`src/rtl/vpred_pkg.sv`:
```
package vpred_pkg;
  typedef enum logic [1:0] {ESZ_B = 2'd0, ESZ_H = 2'd1, ESZ_W = 2'd2, ESZ_D = 2'd3} esz_e;
  typedef enum logic [1:0] {PAT_ALL = 2'd0, PAT_C16 = 2'd1, PAT_C32 = 2'd2, PAT_C64 = 2'd3} pat_e;

  // Requested element count of a fixed-count pattern (0 for whole register)
  function automatic int unsigned pat_count(pat_e p);
    case (p)
      PAT_C16: return 16;
      PAT_C32: return 32;
      PAT_C64: return 64;
      default: return 0;
    endcase
  endfunction
endpackage

```
`src/rtl/vpred_vl_sanitize.sv`:
```
module vpred_vl_sanitize #(
  parameter int unsigned MAX_VL_BYTES = 256,
  parameter int unsigned GRAN_BYTES   = 16,
  localparam int unsigned VLW  = $clog2(MAX_VL_BYTES) + 1,
  localparam int unsigned LOWB = $clog2(GRAN_BYTES)
) (
  input  logic [VLW-1:0] vl_raw,
  output logic [VLW-1:0] vl_eff
);
  localparam logic [VLW-1:0] MAXV = VLW'(MAX_VL_BYTES);

  always_comb begin
    if (vl_raw > MAXV) vl_eff = MAXV;
    else               vl_eff = {vl_raw[VLW-1:LOWB], {LOWB{1'b0}}};
  end
endmodule

```
`src/rtl/vpred_elem_count.sv`:
```
module vpred_elem_count
  import vpred_pkg::*;
#(
  parameter int unsigned MAX_VL_BYTES = 256,
  localparam int unsigned VLW = $clog2(MAX_VL_BYTES) + 1
) (
  input  logic [VLW-1:0] vl_eff,
  input  esz_e           esz,
  input  pat_e           pat,
  output logic [VLW-1:0] n_active
);
  logic [VLW-1:0] fit;
  logic [VLW-1:0] want;

  always_comb begin
    fit  = vl_eff >> esz;
    want = VLW'(pat_count(pat));
    if (pat == PAT_ALL)   n_active = fit;
    else if (fit >= want) n_active = want;
    else                  n_active = '0;
  end
endmodule

```
`src/rtl/vpred_lane_mask.sv`:
```
module vpred_lane_mask
  import vpred_pkg::*;
#(
  parameter int unsigned MAX_VL_BYTES = 256,
  localparam int unsigned VLW   = $clog2(MAX_VL_BYTES) + 1,
  localparam int unsigned LANES = MAX_VL_BYTES
) (
  input  esz_e             esz,
  input  logic [VLW-1:0]   n_active,
  output logic [LANES-1:0] mask
);
  logic [VLW-1:0] sub_mask;
  assign sub_mask = (VLW'(1) << esz) - VLW'(1);

  for (genvar i = 0; i < LANES; i++) begin : g_lane
    localparam logic [VLW-1:0] IDX = VLW'(i);
    assign mask[i] = ((IDX & sub_mask) == '0) && ((IDX >> esz) < n_active);
  end
endmodule

```
`src/rtl/vpred_gen.sv`:
```
module vpred_gen
  import vpred_pkg::*;
#(
  parameter int unsigned MAX_VL_BYTES = 256,
  parameter int unsigned GRAN_BYTES   = 16,
  localparam int unsigned VLW   = $clog2(MAX_VL_BYTES) + 1,
  localparam int unsigned LANES = MAX_VL_BYTES
) (
  input  logic             clk,
  input  logic             rst_n,
  input  logic             start,
  input  logic [1:0]       esize,
  input  logic [1:0]       pattern,
  input  logic [VLW-1:0]   vl_bytes,
  output logic [LANES-1:0] pred,
  output logic             done,
  output logic             any_active
);
  logic [VLW-1:0]   vl_eff;
  logic [VLW-1:0]   n_active;
  logic [LANES-1:0] mask_d;
  esz_e             esz;
  pat_e             pat;

  assign esz = esz_e'(esize);
  assign pat = pat_e'(pattern);

  vpred_vl_sanitize #(.MAX_VL_BYTES(MAX_VL_BYTES), .GRAN_BYTES(GRAN_BYTES)) u_vl (
    .vl_raw (vl_bytes),
    .vl_eff (vl_eff)
  );

  vpred_elem_count #(.MAX_VL_BYTES(MAX_VL_BYTES)) u_cnt (
    .vl_eff   (vl_eff),
    .esz      (esz),
    .pat      (pat),
    .n_active (n_active)
  );

  vpred_lane_mask #(.MAX_VL_BYTES(MAX_VL_BYTES)) u_mask (
    .esz      (esz),
    .n_active (n_active),
    .mask     (mask_d)
  );

  always_ff @(posedge clk or negedge rst_n) begin
    if (!rst_n) begin
      pred       <= '0;
      done       <= 1'b0;
      any_active <= 1'b0;
    end else begin
      done <= start;
      if (start) begin
        pred       <= mask_d;
        any_active <= (n_active != '0);
      end
    end
  end
endmodule

```
`config.mk`:
```
export PLATFORM = sky130hd
export DESIGN_NAME = vpred_gen
export DESIGN_NICKNAME = d
export VERILOG_FILES = /design/src/rtl/vpred_pkg.sv /design/src/rtl/vpred_vl_sanitize.sv /design/src/rtl/vpred_elem_count.sv /design/src/rtl/vpred_lane_mask.sv /design/src/rtl/vpred_gen.sv
export SDC_FILE = /design/constraint.sdc
export NUM_CORES = 1
export LEC_CHECK = 0
export BUFFER_PORTS_ARGS = -buffer_cell sky130_fd_sc_hd__buf_2
export CELL_PAD_IN_SITES_DETAIL_PLACEMENT = 1
export CELL_PAD_IN_SITES_GLOBAL_PLACEMENT = 2
export CORE_ASPECT_RATIO = 0.8
export CORE_MARGIN = 4
export CORE_UTILIZATION = 35
export DETAILED_ROUTE_END_ITERATION = 6
export PLACE_DENSITY_LB_ADDON = 0.1
export SLEW_MARGIN = 0
export SYNTH_ARGS = -nofsm -noshare
export SYNTH_HDL_FRONTEND = slang
export SYNTH_SLANG_ARGS = --single-unit
```
`constraint.sdc`:
```
create_clock -name clk -period 0.85 [get_ports clk]
set_input_delay 0 -clock clk [delete_from_list [all_inputs] [get_ports clk]]
set_output_delay 0 -clock clk [all_outputs]
set_load 0.02 [all_outputs]
```
==> flow_summary.toml, run 1 <==
[outcome]
run_status = "finished with violations"
violations = "negative hold slack, negative setup slack"

[drt]
ant_nets = 0
drc = 0
num_vias = 13100
wl_per_cell_um = 26.8
routed_wl_um = 62000
first_pass_iters = 5
drt_iter0_markers = 998
vias_per_cell = 5.68

[layout]
layoutNonFillerInstCount = 2311
nets = 1899
multiInputGateArea_um2 = 7580
nFillCells = 3888
ff_latch_area_um2 = 6460
diodes = 0
drive_gt1_frac = 0.528
syn_to_final_growth_pct = 60.5

[synthesis]
yosysSeqAreaShare = 0.501
synth_ff_type = "dfrtp_1"
synth_commonest_cells = "258 x dfrtp_1, 214 x o2bb2ai_1, 87 x a21oi_1"
async_reset_ff_frac = 1.00
syn_nets = 1283
yosysTopAreaCell = "dfrtp_1"
netlist_area_um2 = 12900
synth.distinct_cells = 64
yosysMostFrequentCell = "dfrtp_1"
yosys-top-cells-area = "dfrtp_1 50%, o2bb2ai_1 15%, ha_1 6.9%, a21oi_1 3.4%, o21ai_0 2.9%"
synth_edf_count = 0
synth_area_per_cell_um2 = 10.8
synth-seq-cells = 258
syn_inst = 1195
ys_warn_count = 0
yosysTopAreaCellShare = 0.501

[sta]
period_minus_slack_ps = 2950
fmax_mhz = 339
maxSlewHeadroom = 0.541
maxSlewViolCount = 0
hold_viol = 15
period_share = 3.47
fin_skew_ps = 0
finalSetupViolCount = 515
holdWs_ps = -108
rsz0062_at_grt = "true"
worst_slew_pin_slew_ps = 688
fin_tns_setup_ps = -562920
fin_ws_ps = -2100

[worst_setup_path]
cp_max_fo = 8
crit_path_end_kind = "register"
crit_type = "in -> reg"
critPathMaxStageDelay_ps = 530
r2r-end = "pred[5]"
cp-start-kind = "input port"
timing.rr.start = "pred[5]"
critical-path-top-delay-family = "simple AND/OR/NAND/NOR gates"
path_buf_inv = 6
r2r_slack_ps = 60
cp_data_required_time_ps = 1300
reg2regPathDepth = 2
path_cells = "buf_6, or4_4, o21ba_4, nor2_4, ha_4, and3b_1, nor2_2, a311oi_2, or2_4, clkinvlp_4, buf_12, buf_6, ha_4, inv_4, a21oi_4, nand4b_1, a21oi_2, buf_12, nand2b_4, o2bb2ai_1"
worst-endpoint-arrival_ps = 3400
crit_slowest_cell = "or4_4"

[place]
dpl.cell_count = 2216
io_buffers = 273
place_congestion = 0.964
post-dp-hpwl_um = 46600

[clocking]
cts_tree = "built"
h-tree-depth = 1
cts_root_buf = "clkbuf_16"
clkSinkCount = 258
path_clk_slew_ps = 60
cts_buffers = 27
cts_hold_buf = 7
insertion_delay_ps = 560
clockBufferDepth = 3

[min_path]
worstHoldPathType = "in -> async"

[floorplan]
io_pins = 274
num_rows = 62
die-area_um2 = 40000
design.core.area_um2 = 36100
die_h_um = 180
die_x_um = 223
initial_core_util = 0.357

[flow_run]
drv_cap = 0

[power_and_ir_drop]
irDropWorstVdd_uv = 1710
pwr_density_cell_nw_per_um2 = 2150
total_power_mw = 44.5
leakagePower_nw = 9.82

[global_route]
grt_pass1_wl_um = 92300
grt_usage = 0.299
overflow = 0
first_global_vias = 13800
antenna_found_initial = 0
grt_max_degree = 51
-- logic make-up (layout without fill, tap and decap cells) --
family | after synthesis | count (layout) | synth area share
fa+ha+maj | 72 | 72 | 0.0705
simple gates | 169 | 169 | 0.0687
compound gates | 553 | 553 | 0.314
buf+inv | 137 | 773 | 0.0407
flops | 258 | 258 | 0.501
mux | 6 | 6 | 0.00485
-- cell usage in the layout, fill, tap and decap left out, drive strengths merged, types with 5 or more instances in the layout --
| cell | instances |
|---|---|
| o32ai | 20 |
| o21a | 17 |
| a22o | 7 |
| ha | 71 |
| a21oi | 87 |
| inv | 51 |
| nand3 | 17 |
| buf | 665 |
| o21bai | 10 |
| o21ai | 80 |
| nand2b | 8 |
| a21o | 40 |
| clkbuf | 38 |
| o2bb2ai | 214 |
| dlygate4sd3 | 7 |
| dfrtp | 258 |
| nand2 | 35 |
| and2 | 6 |
| clkinv | 8 |
| nor2 | 45 |
| nor2b | 9 |
| nor4b | 5 |
| a31oi | 44 |
| or2 | 12 |
| nor3 | 12 |
-- worst reg2reg max path: cells and delay by family, from the launching register on --
family | cells | cell delay (ps)
flip-flops | 1 | 390
AO/OA/AOI/OAI | 2 | 290
-- how the worst max path moves through the flow --
| stage | start | end | cells after the start |
|---|---|---|---|
| 2_1_floorplan | vl_bytes[7] | pred[193] | 18 |
| 3_3_place_gp | vl_bytes[7] | pred[239] | 16 |
| 3_5_place_dp | vl_bytes[7] | pred[239] | 16 |
| 4_1_cts | vl_bytes[3] | pred[195] | 20 |
| 5_1_grt | vl_bytes[4] | pred[199] | 20 |
| 6_report | vl_bytes[3] | pred[197] | 20 |
-- where the power goes --
group	internal [mW]	switching (mW)
combinational	7.23	10.3
sequential	13.8	1.07
clock	7.00	5.10
-- area by class of cell --
class	count	share of cell area
clock inverters	11	0.00611
well taps	480	0.0290
flip-flops and latches	258	0.312
multi-input cells	800	0.366
repair buffers	672	0.238
inverters	52	0.0104
clock buffers	38	0.0376
-- routing by layer --
metal | vias up | GRT usage | wire length (µm)
li1 | 5828 | - | -
met1 | 6801 | 0.447 | 29100
met2 | 421 | 0.465 | 27700
met3 | 74 | 0.0504 | 3860
met4 | 0 | 0.0505 | 1230
met5 | - | 0 | 0
-- sequential cells by signal, summed over array words and instances (netlist names) --
| register | count |
|---|---|
| pred | 256 |
| any_active | 1 |
| done | 1 |
-- timing repair --
action | CTS | global route
resized for setup | 236 | 135
gates cloned | 0 | 1
buffers inserted | 25 | 18
endpoints found under the setup margin | 515 | 515
pin swaps | 63 | 57
hold endpoints to repair | 261 | 15
-- metrics by stage --
stage / util / instance area [µm²] / setup WS [ps]
5_1_grt: 0.572 / 20700 / -2170
2_1_floorplan: - / 13100 / -2520
3_5_place_dp: 0.490 / 17700 / -2960
3_3_place_gp: 0.490 / 17700 / -2920
6_report: 0.572 / 20700 / -2100
4_1_cts: 0.551 / 19900 / -2090
(Power assumes the default switching activity.)
==> run 2, diff against run 1 <==
--- a/config.mk
+++ b/config.mk
@@ -5,12 +5,13 @@
 export SDC_FILE = /design/constraint.sdc
 export NUM_CORES = 1
 export LEC_CHECK = 0
+export ABC_AREA = 1
 export BUFFER_PORTS_ARGS = -buffer_cell sky130_fd_sc_hd__buf_2
 export CELL_PAD_IN_SITES_DETAIL_PLACEMENT = 1
 export CELL_PAD_IN_SITES_GLOBAL_PLACEMENT = 2
 export CORE_ASPECT_RATIO = 0.8
 export CORE_MARGIN = 4
-export CORE_UTILIZATION = 35
+export CORE_UTILIZATION = 32
 export DETAILED_ROUTE_END_ITERATION = 6
 export PLACE_DENSITY_LB_ADDON = 0.1
 export SLEW_MARGIN = 0
==> flow_summary.toml, run 2 <==
[synthesis]
synth_xor_area_frac = 0
synth_edf_count = 0
synthMuxAreaShare = 0
yosysSeqAreaShare = 0.493
synth_compound_area_frac = 0.134
synth-seq-cells = 258
syn_inst = 1649
yosysTopAreaCellShare = 0.493
synthAdderAreaFrac = 0.0694
async_reset_ff_frac = 1.00
synth_commonest_cells = "620 x nand2_1, 258 x dfrtp_1, 246 x o21ai_0"
synth_ff_type = "dfrtp_1"
synth_area_per_cell_um2 = 7.94
synth.distinct_cells = 38
netlist_area_um2 = 13100
yosys.area_share.simple = 0.248
ys_warn_count = 0
yosysMostFrequentCell = "nand2_1"
yosysTopAreaCell = "dfrtp_1"
yosys-top-cells-area = "dfrtp_1 49%, nand2_1 18%, o21ai_0 9.4%, ha_1 6.8%, inv_1 3.1%"
syn_nets = 1737
synth_top_family_by_area = "simple AND/OR/NAND/NOR gates"

[sta]
period_share = 3.11
maxSlewHeadroom = 0.598
maxSlewViolCount = 0
worst_slew_pin_slew_ps = 602
hold_viol = 0
rsz0062_at_grt = "true"
holdWs_ps = 17.7
fin_ws_ps = -1790
finalSetupViolCount = 680
fin_skew_ps = 0
fmax_mhz = 378
period_minus_slack_ps = 2640

[layout]
largest_reg_flops = 256
syn_to_final_growth_pct = 66.2
diodes = 0
final_cell_mix = "517 x nand2_1, 275 x buf_4, 263 x buf_2"
layout_commonest_cell = "nand2_1"
largestRegisters = "pred x256, any_active x1, done x1"
regMostFlops = "pred"
nets = 2352
drive_gt1_frac = 0.489

[worst_setup_path]
critical-path-top-delay-family = "simple AND/OR/NAND/NOR gates"
crit_type = "in -> reg"
cp_data_required_time_ps = 1320
path_cells = "buf_6, nor2_2, nand2_1, o21ai_2, nand3_1, nand2_2, o21ai_2, inv_2, ha_4, inv_2, o21bai_1, a211oi_2, nand3_2, nand2_2, nand2_4, clkinvlp_4, buf_8, ha_4, or2_4, nor2_4, buf_6, a21oi_4, nand2_1, nand2_1"
cp_max_fo = 7
crit_top_cell = "nand2_1"
crit_slowest_cell = "a211oi_2"
crit_path_end_kind = "register"
r2r_slack_ps = 140
cp-start-kind = "input port"
critPathMaxStageDelay_ps = 280
path_buf_inv = 6
worst-endpoint-arrival_ps = 3120

[clocking]
h-tree-depth = 1
clockBufferDepth = 3
path_clk_slew_ps = 60
insertion_delay_ps = 580
cts_tree = "built"
cts_buffers = 28
cts_root_buf = "clkbuf_16"
clkSinkCount = 258

[global_route]
overflow = 0
top_usage_layer = "met2"
grt_max_degree = 69
gr-usage-met3 = 0.0451
grt_use_met2 = 0.445
grt_usage = 0.283
use_met1 = 0.412
grt_pass1_wl_um = 95100
first_global_vias = 15000
antenna_found_initial = 0

[flow_run]
drv_cap = 0

[floorplan]
die-area_um2 = 44200
io_pins = 274
num_rows = 65
die_x_um = 234
die_h_um = 189
design.core.area_um2 = 39900
initial_core_util = 0.328

[place]
post-dp-hpwl_um = 48600
io_buffers = 273
dp_worst_setup_slack_ps = -2580
place_congestion = 0.949

[min_path]
worstHoldPathType = "in -> async"

[outcome]
run_status = "finished with violations"
violations = "negative setup slack"

[drt]
drt_iter0_markers = 977
drc = 0
wl_per_cell_um = 23.1
num_vias = 14500
ant_nets = 0
first_pass_iters = 5
vias_per_cell = 5.13
routed_wl_um = 65200

[power_and_ir_drop]
leakagePower_nw = 11.2
irDropWorstVdd_uv = 1330
pwr_density_cell_nw_per_um2 = 2140
## run 2: area by class of cell
type	instances	area [µm²]
tap	536	671
inverter	117	527
clock buffer	41	850
timing repair buffer	646	4940
sequential	258	6460
clock inverter	9	148
fill	4665	18200
multi-input combinational	1213	8160
## run 2: cells by family after synthesis
logic type,Yosys count
adder cells (fa/ha/maj),72
AO/OA/AOI/OAI,342
AND/OR/NAND/NOR,799
buffers and inverters,178
flip-flops,258
## run 2: tightest hold or removal path, stage by stage
cell	delay, ps
dlygate4sd3_1	570
buf_8	140
buf_12	300
## run 2: layer usage
metal | vias to the layer above | wire, µm
li1 | 6618 | -
met1 | 7378 | 30300
met2 | 379 | 30000
met3 | 95 | 3330
met4 | 0 | 1630
met5 | - | 0
## run 2: repair_timing
item                       CTS  global route
setup endpoints to repair  515           680
hold endpoints to repair   264             0
hold buffers                 4             0
gates resized for setup    449           242
buffers inserted            58            19
cloned                       0             1
pin swaps                  140            94
## run 2: final timing paths
| kind | from | end | depth (start not counted) |
|---|---|---|---|
| setup / recovery | vl_bytes[6] | pred[71] | 24 |
| hold / removal | rst_n | pred[224] | 3 |
| setup reg to reg | pred[94] | pred[94] | 2 |
| hold reg to reg | pred[160] | pred[160] | 2 |
| max in group asynchronous | rst_n | pred[213] | 5 |
| min in group clk | start | pred[136] | 5 |
## run 2: metrics by stage
stage                     TNS, ps  cell area, µm²  std cells  power [mW]   util
after floorplan           -451210           13500       1649        21.7      -
after global placement    -578580           17900       2708        29.0  0.448
after detailed placement  -583450           17900       2708        29.2  0.448
after CTS                 -503910           20800       2808        45.2  0.520
after global routing      -575630           21700       2820        48.6  0.545
final                     -526050           21700       2820        46.6  0.545
## run 2: where the power goes
group,total (mW),internal (mW),switching (mW)
registers,14.8,13.8,0.994
clock network,13.2,7.83,5.36
logic,18.6,7.22,11.4
